### config.mk
export PLATFORM = sky130hd
export DESIGN_NAME = shadow_reg_bank
export DESIGN_NICKNAME = d
export VERILOG_FILES = /design/src/rtl/shadow_pkg.sv /design/src/rtl/shadow_ctrl.sv /design/src/rtl/shadow_data.sv /design/src/rtl/shadow_reg_bank.sv
export SDC_FILE = /design/constraint.sdc
export NUM_CORES = 1
export LEC_CHECK = 0
export BUFFER_PORTS_ARGS = -buffer_cell sky130_fd_sc_hd__buf_2
export CAP_MARGIN = 20
export CORE_UTILIZATION = 52
export CTS_CLUSTER_DIAMETER = 100
export DETAILED_ROUTE_END_ITERATION = 10
export PLACE_DENSITY = 0.85
export SLEW_MARGIN = 20
export SYNTH_ARGS = -nofsm -noshare
export SYNTH_HDL_FRONTEND = slang
export SYNTH_SLANG_ARGS = --single-unit
export TNS_END_PERCENT = 20
### constraint.sdc
create_clock -name clk -period 2.2 [get_ports clk]
set_input_delay 0.44 -clock clk [delete_from_list [all_inputs] [get_ports clk]]
set_output_delay 0.44 -clock clk [all_outputs]
set_load 0.02 [all_outputs]
### src/rtl/shadow_pkg.sv
package shadow_pkg;
  localparam int ADDR_W  = 4;
  localparam int NUM_GFX = 2;
  localparam int CTRL_W  = 4;

  localparam logic [ADDR_W-1:0] A_CTRL    = 4'd0;
  localparam logic [ADDR_W-1:0] A_CFG     = 4'd1;
  localparam logic [ADDR_W-1:0] A_UPD     = 4'd2;
  localparam logic [ADDR_W-1:0] A_GFX0    = 4'd3;
  localparam logic [ADDR_W-1:0] A_VIDFLAG = 4'd5;
  localparam logic [ADDR_W-1:0] A_VID     = 4'd6;
  localparam logic [ADDR_W-1:0] A_IRQST   = 4'd7;
  localparam logic [ADDR_W-1:0] A_IRQMSK  = 4'd8;
  localparam logic [ADDR_W-1:0] A_CFG_S   = 4'd9;
  localparam logic [ADDR_W-1:0] A_GFX0_S  = 4'd10;
  localparam logic [ADDR_W-1:0] A_VID_S   = 4'd12;
  localparam logic [ADDR_W-1:0] A_SYNC    = 4'd13;

  localparam int B_SYNC  = 0;
  localparam int B_SRST  = 1;
  localparam int B_INTER = 2;
  localparam int B_VIDEN = 3;

  typedef struct packed {
    logic               softReset;
    logic               wrCfg;
    logic [NUM_GFX-1:0] wrGfx;
    logic               wrVid;
    logic               xferMain;
    logic               xferVid;
  } strobe_t;
endpackage

### src/rtl/shadow_ctrl.sv
module shadow_ctrl
  import shadow_pkg::*;
#(
  parameter int COUNT_W          = 2,
  parameter bit HAS_LAYER_UPDATE = 1'b1
) (
  input  logic               clk,
  input  logic               rstN,
  input  logic               hostWe,
  input  logic [ADDR_W-1:0]  hostAddr,
  input  logic [CTRL_W-1:0]  hostWbits,
  input  logic               vsyncPulse,
  input  logic               allMatch,
  output strobe_t            strb,
  output logic               syncEn,
  output logic               interlace,
  output logic               videoEn,
  output logic [COUNT_W-1:0] pendCnt,
  output logic               vidFlag,
  output logic               irqSt,
  output logic               irqMask,
  output logic               synced
);
  localparam logic [COUNT_W-1:0] CNT_MAX = '1;

  logic xferMainW;
  logic vidPend;
  logic irqEvent;
  logic irqClr;
  logic vidSet;

  assign vidPend  = videoEn && vidFlag;
  assign irqEvent = vsyncPulse && (!interlace || (allMatch && !vidPend));
  assign irqClr   = hostWe && (hostAddr == A_IRQST) && hostWbits[0];
  assign vidSet   = hostWe && (hostAddr == A_VIDFLAG) && hostWbits[0] && videoEn;

  always_comb begin
    strb           = '0;
    strb.softReset = hostWe && (hostAddr == A_CTRL) && hostWbits[B_SRST];
    strb.wrCfg     = hostWe && (hostAddr == A_CFG);
    for (int i = 0; i < NUM_GFX; i++)
      strb.wrGfx[i] = hostWe && (hostAddr == A_GFX0 + ADDR_W'(i));
    strb.wrVid     = hostWe && (hostAddr == A_VID);
    strb.xferMain  = xferMainW;
    strb.xferVid   = vsyncPulse && syncEn && vidFlag;
  end

  // control word
  always_ff @(posedge clk or negedge rstN) begin
    if (!rstN) begin
      syncEn    <= 1'b0;
      interlace <= 1'b0;
      videoEn   <= 1'b0;
    end else if (strb.softReset) begin
      syncEn    <= 1'b0;
      interlace <= 1'b0;
      videoEn   <= 1'b0;
    end else if (hostWe && hostAddr == A_CTRL) begin
      syncEn    <= hostWbits[B_SYNC];
      interlace <= hostWbits[B_INTER];
      videoEn   <= hostWbits[B_VIDEN];
    end
  end

  // video transfer flag and interrupt state
  always_ff @(posedge clk or negedge rstN) begin
    if (!rstN) begin
      vidFlag <= 1'b0;
      irqSt   <= 1'b0;
      irqMask <= 1'b0;
    end else if (strb.softReset) begin
      vidFlag <= 1'b0;
      irqSt   <= 1'b0;
      irqMask <= 1'b0;
    end else begin
      vidFlag <= (vidFlag && !strb.xferVid) || vidSet;
      irqSt   <= (irqSt && !irqClr) || irqEvent;
      if (hostWe && hostAddr == A_IRQMSK) irqMask <= hostWbits[0];
    end
  end

  generate
    if (HAS_LAYER_UPDATE) begin : g_counted
      logic reqUpd;
      logic [COUNT_W-1:0] cntBase;
      assign reqUpd    = hostWe && (hostAddr == A_UPD) && hostWbits[0];
      assign xferMainW = vsyncPulse && syncEn && (pendCnt != '0);
      assign cntBase   = xferMainW ? '0 : pendCnt;
      assign synced    = (pendCnt == '0);
      always_ff @(posedge clk or negedge rstN) begin
        if (!rstN)                             pendCnt <= '0;
        else if (strb.softReset)               pendCnt <= '0;
        else if (reqUpd && cntBase != CNT_MAX) pendCnt <= cntBase + 1'b1;
        else                                   pendCnt <= cntBase;
      end
    end else begin : g_plain
      assign xferMainW = vsyncPulse && syncEn;
      assign pendCnt   = '0;
      assign synced    = allMatch && !vidPend;
    end
  endgenerate
endmodule

### src/rtl/shadow_data.sv
module shadow_data
  import shadow_pkg::*;
#(
  parameter int DATA_W = 32
) (
  input  logic                           clk,
  input  logic                           rstN,
  input  strobe_t                        strb,
  input  logic [DATA_W-1:0]              hostWdata,
  output logic [DATA_W-1:0]              cfgWork,
  output logic [DATA_W-1:0]              cfgShadow,
  output logic [NUM_GFX-1:0][DATA_W-1:0] gfxWork,
  output logic [NUM_GFX-1:0][DATA_W-1:0] gfxShadow,
  output logic [DATA_W-1:0]              vidWork,
  output logic [DATA_W-1:0]              vidShadow,
  output logic                           allMatch
);
  // configuration pair
  always_ff @(posedge clk or negedge rstN) begin
    if (!rstN) begin
      cfgWork   <= '0;
      cfgShadow <= '0;
    end else if (strb.softReset) begin
      cfgWork   <= '0;
      cfgShadow <= '0;
    end else begin
      if (strb.xferMain) cfgShadow <= cfgWork;
      if (strb.wrCfg)    cfgWork   <= hostWdata;
    end
  end

  // graphic layer base pairs
  generate
    for (genvar g = 0; g < NUM_GFX; g++) begin : g_gfx
      always_ff @(posedge clk or negedge rstN) begin
        if (!rstN) begin
          gfxWork[g]   <= '0;
          gfxShadow[g] <= '0;
        end else if (strb.softReset) begin
          gfxWork[g]   <= '0;
          gfxShadow[g] <= '0;
        end else begin
          if (strb.xferMain) gfxShadow[g] <= gfxWork[g];
          if (strb.wrGfx[g]) gfxWork[g]   <= hostWdata;
        end
      end
    end
  endgenerate

  // video layer base pair
  always_ff @(posedge clk or negedge rstN) begin
    if (!rstN) begin
      vidWork   <= '0;
      vidShadow <= '0;
    end else if (strb.softReset) begin
      vidWork   <= '0;
      vidShadow <= '0;
    end else begin
      if (strb.xferVid) vidShadow <= vidWork;
      if (strb.wrVid)   vidWork   <= hostWdata;
    end
  end

  always_comb begin
    allMatch = (cfgWork == cfgShadow) && (vidWork == vidShadow);
    for (int i = 0; i < NUM_GFX; i++)
      if (gfxWork[i] != gfxShadow[i]) allMatch = 1'b0;
  end
endmodule

### src/rtl/shadow_reg_bank.sv
module shadow_reg_bank
  import shadow_pkg::*;
#(
  parameter int DATA_W           = 32,
  parameter int COUNT_W          = 2,
  parameter bit HAS_LAYER_UPDATE = 1'b1
) (
  input  logic                      clk,
  input  logic                      rstN,
  input  logic                      hostWe,
  input  logic [ADDR_W-1:0]         hostAddr,
  input  logic [DATA_W-1:0]         hostWdata,
  output logic [DATA_W-1:0]         hostRdata,
  input  logic                      vsyncPulse,
  output logic [DATA_W-1:0]         cfgActive,
  output logic [NUM_GFX*DATA_W-1:0] gfxBaseActive,
  output logic [DATA_W-1:0]         vidBaseActive,
  output logic                      vblankIrq
);
  strobe_t strb;
  logic syncEn, interlace, videoEn, vidFlag, irqSt, irqMask, synced, allMatch;
  logic [COUNT_W-1:0] pendCnt;
  logic [DATA_W-1:0] cfgWork, cfgShadow, vidWork, vidShadow;
  logic [NUM_GFX-1:0][DATA_W-1:0] gfxWork, gfxShadow;

  shadow_ctrl #(.COUNT_W(COUNT_W), .HAS_LAYER_UPDATE(HAS_LAYER_UPDATE)) i_ctrl (
    .clk(clk), .rstN(rstN), .hostWe(hostWe), .hostAddr(hostAddr),
    .hostWbits(hostWdata[CTRL_W-1:0]), .vsyncPulse(vsyncPulse), .allMatch(allMatch),
    .strb(strb), .syncEn(syncEn), .interlace(interlace), .videoEn(videoEn),
    .pendCnt(pendCnt), .vidFlag(vidFlag), .irqSt(irqSt), .irqMask(irqMask),
    .synced(synced)
  );

  shadow_data #(.DATA_W(DATA_W)) i_data (
    .clk(clk), .rstN(rstN), .strb(strb), .hostWdata(hostWdata),
    .cfgWork(cfgWork), .cfgShadow(cfgShadow), .gfxWork(gfxWork),
    .gfxShadow(gfxShadow), .vidWork(vidWork), .vidShadow(vidShadow),
    .allMatch(allMatch)
  );

  assign cfgActive     = cfgShadow;
  assign gfxBaseActive = gfxShadow;
  assign vidBaseActive = vidShadow;
  assign vblankIrq     = irqSt && irqMask;

  always_comb begin
    hostRdata = '0;
    case (hostAddr)
      A_CTRL:    hostRdata = DATA_W'({videoEn, interlace, 1'b0, syncEn});
      A_CFG:     hostRdata = cfgWork;
      A_UPD:     hostRdata = DATA_W'(pendCnt);
      A_VIDFLAG: hostRdata = DATA_W'(vidFlag);
      A_VID:     hostRdata = vidWork;
      A_IRQST:   hostRdata = DATA_W'(irqSt);
      A_IRQMSK:  hostRdata = DATA_W'(irqMask);
      A_CFG_S:   hostRdata = cfgShadow;
      A_VID_S:   hostRdata = vidShadow;
      A_SYNC:    hostRdata = DATA_W'(synced);
      default:   hostRdata = '0;
    endcase
    for (int i = 0; i < NUM_GFX; i++) begin
      if (hostAddr == A_GFX0 + ADDR_W'(i))   hostRdata = gfxWork[i];
      if (hostAddr == A_GFX0_S + ADDR_W'(i)) hostRdata = gfxShadow[i];
    end
  end
endmodule

# --- Word level (Yosys, flattened, before mapping) ---
# Cells that the tools add are included.
totals:
  regBits: 264
  input_bits: 40
  word_cells: 113
classes:
  add_sub_neg: 1
  n_eq_ne: 18
  muxes: 36
  reduce_logical: 43
ops:
  columns: ["operator", "n"]
  rows:
  - ["$mux W32", 20]
  - ["$pmux W32 S10", 1]
  - ["$eq A32 B32 Y1", 2]
  - ["$ne A32 B32 Y1", 2]
  - ["$logic_and A1 B1 Y1", 25]
  - ["$eq A4 B4 Y1 const B", 6]
  - ["$reduce_bool A2 Y1", 9]
  - ["$eq A4 B3 Y1 const B", 4]
  - ["$mux W1", 12]
  - ["$eq A4 B2 Y1 const B", 2]
  - ["$mux W2", 3]
  - ["$eq A4 B1 Y1 const B", 1]
  - ["$logic_not A1 Y1", 4]
  - ["$logic_not A4 Y1", 1]
  - ["$logic_or A1 B1 Y1", 3]
  - ["$add A2 B1 Y2 const B", 1]
  - ["$logic_not A2 Y1", 1]
  - ["$ne A2 B2 Y1 const B", 1]

# --- Longest topological paths before layout ---
logic_depth:
  ltp_word: 9
  depth_mapped: 9
  mapped_depth_nobuf: 7

# --- Cells and area by module ---
# From an unflattened synthesis, not the netlist that was laid out.
unflattened:
  cells_unflattened: 1425
  area_unflattened_um2: 14427.6
modules_own_cells:
  columns: ["mod", "n_inst", "cells_per_inst", "area_per_inst_um2", "seq_area_each_um2"]
  rows:
  - ["shadow_data", 1, 998, 11611.1, 6406.1]
  - ["shadow_reg_bank", 1, 367, 2311.0, 0.0]
  - ["shadow_ctrl", 1, 60, 505.5, 200.2]

# --- Least setup slack after synthesis ---
# OpenSTA, ideal clock, no wires.
synth_timing:
  path_kind: "input -> output"
  from: "input hostAddr[1]"
  to: "output hostRdata[1]"
  arrival_time_ns: 2.021
  t_required_ns: 1.760
  slack_ns: -0.261
  cell_stages: 8
  n_path_buf: 2
  path_cell_list: "buf_2 nand2b_1 nor3_1 clkbuf_1 a22oi_1 o21ai_1 a221oi_1 o21ai_1"
synth_between:
  elab_chain_len: 6
  elab_cells_between_ends: 19
  cone_classes: "eq/ne (13); mux (5); reduce/logical (1)"
synth_lines:
  columns: ["element", "line_no", "source"]
  rows:
  - ["start: declaration", "shadow_reg_bank.sv:11", "input logic [ADDR_W-1:0] hostAddr,"]
  - ["$eq A4 B4 Y1, or another cell as far along", "shadow_reg_bank.sv:48", "case (hostAddr)"]
  - ["$pmux W32 S10", "shadow_reg_bank.sv:48", null]
  - ["$mux W32", "shadow_reg_bank.sv:62", "if (hostAddr == A_GFX0 + ADDR_W'(i)) hostRdata = gfxWork[i];"]
  - ["$mux W32", "shadow_reg_bank.sv:63", "if (hostAddr == A_GFX0_S + ADDR_W'(i)) hostRdata = gfxShadow[i];"]
  - ["$mux W32", "shadow_reg_bank.sv:62", null]
  - ["$mux W32 (*)", "shadow_reg_bank.sv:63", null]
  - ["end: declaration", "shadow_reg_bank.sv:13", "output logic [DATA_W-1:0] hostRdata,"]
# Every way passes the cells marked *; elsewhere a longest branch is shown, timed or not.

# --- Final worst setup path ---
layout_timing:
  from: "register i_data.vidWork[0]"
  to: "output hostRdata[0]"
layout_between:
  elab_chain_len: 5
layout_lines:
  columns: ["element", "line_no", "source"]
  rows:
  - ["start: declaration", "shadow_data.sv:14", "output logic [DATA_W-1:0] vidWork,"]
  - ["start signal: assignment", "shadow_data.sv:60", "if (strb.wrVid) vidWork <= hostWdata;"]
  - ["$pmux W32 S10", "shadow_reg_bank.sv:48", null]
  - ["$mux W32", "shadow_reg_bank.sv:62", null]
  - ["$mux W32", "shadow_reg_bank.sv:63", null]
  - ["$mux W32", "shadow_reg_bank.sv:62", null]
  - ["$mux W32", "shadow_reg_bank.sv:63", null]
# Every way passes these cells.

==> metrics.txt <==
H-tree depth=1; Routed Antenna Nets=0; worst reg2reg path depth=8; outcome=finished, violations left; Mean Syn Cell Area=8.23 µm²; reg2reg start=i_data.gfxWork[62]; CP Class=flip-flop to primary output; Slew @ Worst Pin=a little over 700 ps; Relative slew margins=0.512; NumNets Final=2024; Final Hold Violating Endpoints=0; worst setup path start=i_data.vidWork[0]; clk buf depth=3; largest cells by area after synthesis=dfrtp_1 48%, nand2_1 16%, a21oi_1 9.4%, a22oi_1 5.0%, xnor2_1 4.6%; CP Data Required Time=between 1500 and 2000 ps; WHS=roughly 150 ps; area leader, netlist=dfrtp_1; drt drc=0; I/O pins=201; Core ar.=about 25000 µm²; Post-Syn Instances=1656; layout cell share with drive strength beyond 1=0.261; Die Ht=164 µm; sequential area share after synthesis=0.485; first-pass GRT wire length=82.8 mm; GRT Residual Overflow=0; CP max FO=2; Max Cap Viol=0; FF-to-FF setup slack=-40 ps; synth-to-layout area growth=32.8%; Initial Utilization=0.535; Non-Filler Instances=2338; largest net degree at the start of global routing=76; clock latency on the worst-skew pair=560 ps; Num CTS Buffers=29; VDD IR max=between 0.0007 and 0.0008 V; unrepaired setup endpoints after global routing=yes; vias=roughly 15000; commonest non-fill, non-tap cell in the layout=nand2_1; Min-Delay Path Class=input pin to flip-flop; Final setup viols=32; via density per instance=roughly 6.5; Root Driver=clkbuf_16; syn_nets=about 1700; crit end category=primary output; CTS tree=done; drt wl/cell=24.1 µm; worst hold path endpoint=i_data.gfxWork[50]; Hold Path Cell Cnt=3; total track usage=0.411; fmax=406 MHz; EDFF count, synth=0; initial DRC count=2325; fin crit share=1.12; HP Start=hostWdata[18]; vias in the first global route=14500; Distinct cells, synth=55; #FFs+latches synth=264; Syn Std Cell Area=13600 µm²; Worst-path clk slew=60 ps; top-area cell type share of the netlist area=0.485; initial antenna violation count=4; reg-to-reg endpoint=i_ctrl.irqSt; worst setup margin=-264 ps; routability cong.=0.999; placed cells=between 2000 and 2500; failing checks=negative setup slack; clk sink count=264; First-pass DRT Iterations=7; Cell Pwr Density=1020 nW/µm²; WL final=56.3 mm; yosys warns=0; Slew Limit Fails=0; most frequent cells in the layout=569 x nand2_1, 264 x dfrtp_1, 256 x a21oi_1, 183 x buf_4, 175 x buf_2; dpl hpwl=38.1 mm; WP data arrival=2020 ps; die width=164 µm; Primary FF master, synth=dfrtp_1; DIE AREA=26800 µm²; Pleak=8.46 nW; Post-Route Utilization=0.710; IO Port Bufs=200; Worst Skew=6.73 ps; asr flop ratio synth=1.00; post-layout min period=2460 ps; row cnt=58; Critical Path Source Type=flip-flop
-- cells by family after synthesis --
| kind of cell | after synthesis | share of synthesized area |
|---|---|---|
| AO/OA/AOI/OAI | 426 | 0.186 |
| XOR/XNOR | 99 | 0.0637 |
| multiplexers | 5 | 0.00386 |
| AND/OR/NAND/NOR | 712 | 0.218 |
| buffers and inverters | 149 | 0.0431 |
| flip-flops | 264 | 0.485 |
| adder cells (fa/ha/maj) | 1 | 0.000918 |
-- metrics by stage --
| stage | power, mW | area [µm²] | TNS [ps] | setup slack (ps) |
|---|---|---|---|---|
| detailed placement | 12.6 | 16500 | -3720 | -200 |
| CTS | 18.0 | 17700 | -4030 | -238 |
| global route | 18.9 | 18100 | -3980 | -328 |
| finish | 18.4 | 18100 | -2290 | -264 |
| floorplan | 9.62 | 13600 | 0 | 7.24 |
| global placement | 12.4 | 16500 | -2800 | -185 |
-- synthesized netlist by cell type (6+ instances only) --
master	instances
a21oi_1	256
a22oi_1	91
and3_1	6
buf_1	16
buf_2	13
clkbuf_1	91
dfrtp_1	264
inv_1	26
nand2_1	571
nand2b_1	10
nand3_1	6
nand4_1	49
nor2_1	25
nor2b_1	7
nor3_1	8
nor4_1	9
o21ai_0	21
o21ai_1	17
o22ai_1	7
xnor2_1	72
xor2_1	27
-- area by class of cell --
cell class              instances  area [µm²]
clock inverters                11         164
flip-flops and latches        264        6610
repair buffers                417        3240
clock buffers                  43         878
fillers                      1842        7380
diodes                          2        5.00
multi-input cells            1243        6680
well taps                     330         413
inverters                      28         105
-- per-layer routing --
metal	vias to the layer above	global-route usage	routed length, µm
li1	6300	-	-
met1	7048	0.507	19200
met2	1377	0.624	24400
met3	376	0.127	8210
met4	4	0.263	4380
met5	-	0	23
-- how the worst max path moves through the flow --
stage                     to  slack (ps)  cells past startpoint
6_report        hostRdata[0]        -260                      6
5_1_grt        hostRdata[30]        -330                      5
4_1_cts         hostRdata[0]        -240                      6
3_5_place_dp    i_ctrl.irqSt        -200                      7
3_3_place_gp    i_ctrl.irqSt        -180                      7
2_1_floorplan   hostRdata[3]           7                      7
-- flip-flops by register name, indices dropped and copies added, names as in the netlist --
| signal | flops |
|---|---|
| i_data.vidWork | 32 |
| i_ctrl.pendCnt | 2 |
| i_data.cfgShadow | 32 |
| i_data.gfxWork | 64 |
| i_ctrl.irqSt | 1 |
| i_ctrl.syncEn | 1 |
| i_data.vidShadow | 32 |
| i_data.cfgWork | 32 |
| i_ctrl.interlace | 1 |
| i_ctrl.vidFlag | 1 |
| i_ctrl.irqMask | 1 |
| i_data.gfxShadow | 64 |
| i_ctrl.videoEn | 1 |
-- repair_timing --
| action | 4_1_cts | 5_1_grt |
|---|---|---|
| setup endpoints to repair | 33 | 33 |
| setup buffers | 9 | 5 |
| hold buffers | 1 | 0 |
| resized for setup | 25 | 78 |
| pin swaps | 9 | 13 |
| gates cloned | 0 | 2 |
| hold endpoints to repair | 41 | 0 |
-- worst max-delay path, stage by stage, from the launching register on --
cell and delay, ps:
dfrtp_1 400, buf_6 130, a221o_1 350, a31o_1 200
o22ai_1 120, a21oi_1 110, buf_4 160
-- power by group --
group / switching (mW) / internal, mW / total [mW]
logic: 3.64 / 2.49 / 6.13
registers: 1.18 / 5.80 / 6.98
clock network: 2.08 / 3.22 / 5.30
Note: power is estimated with default switching activity, not from simulation.
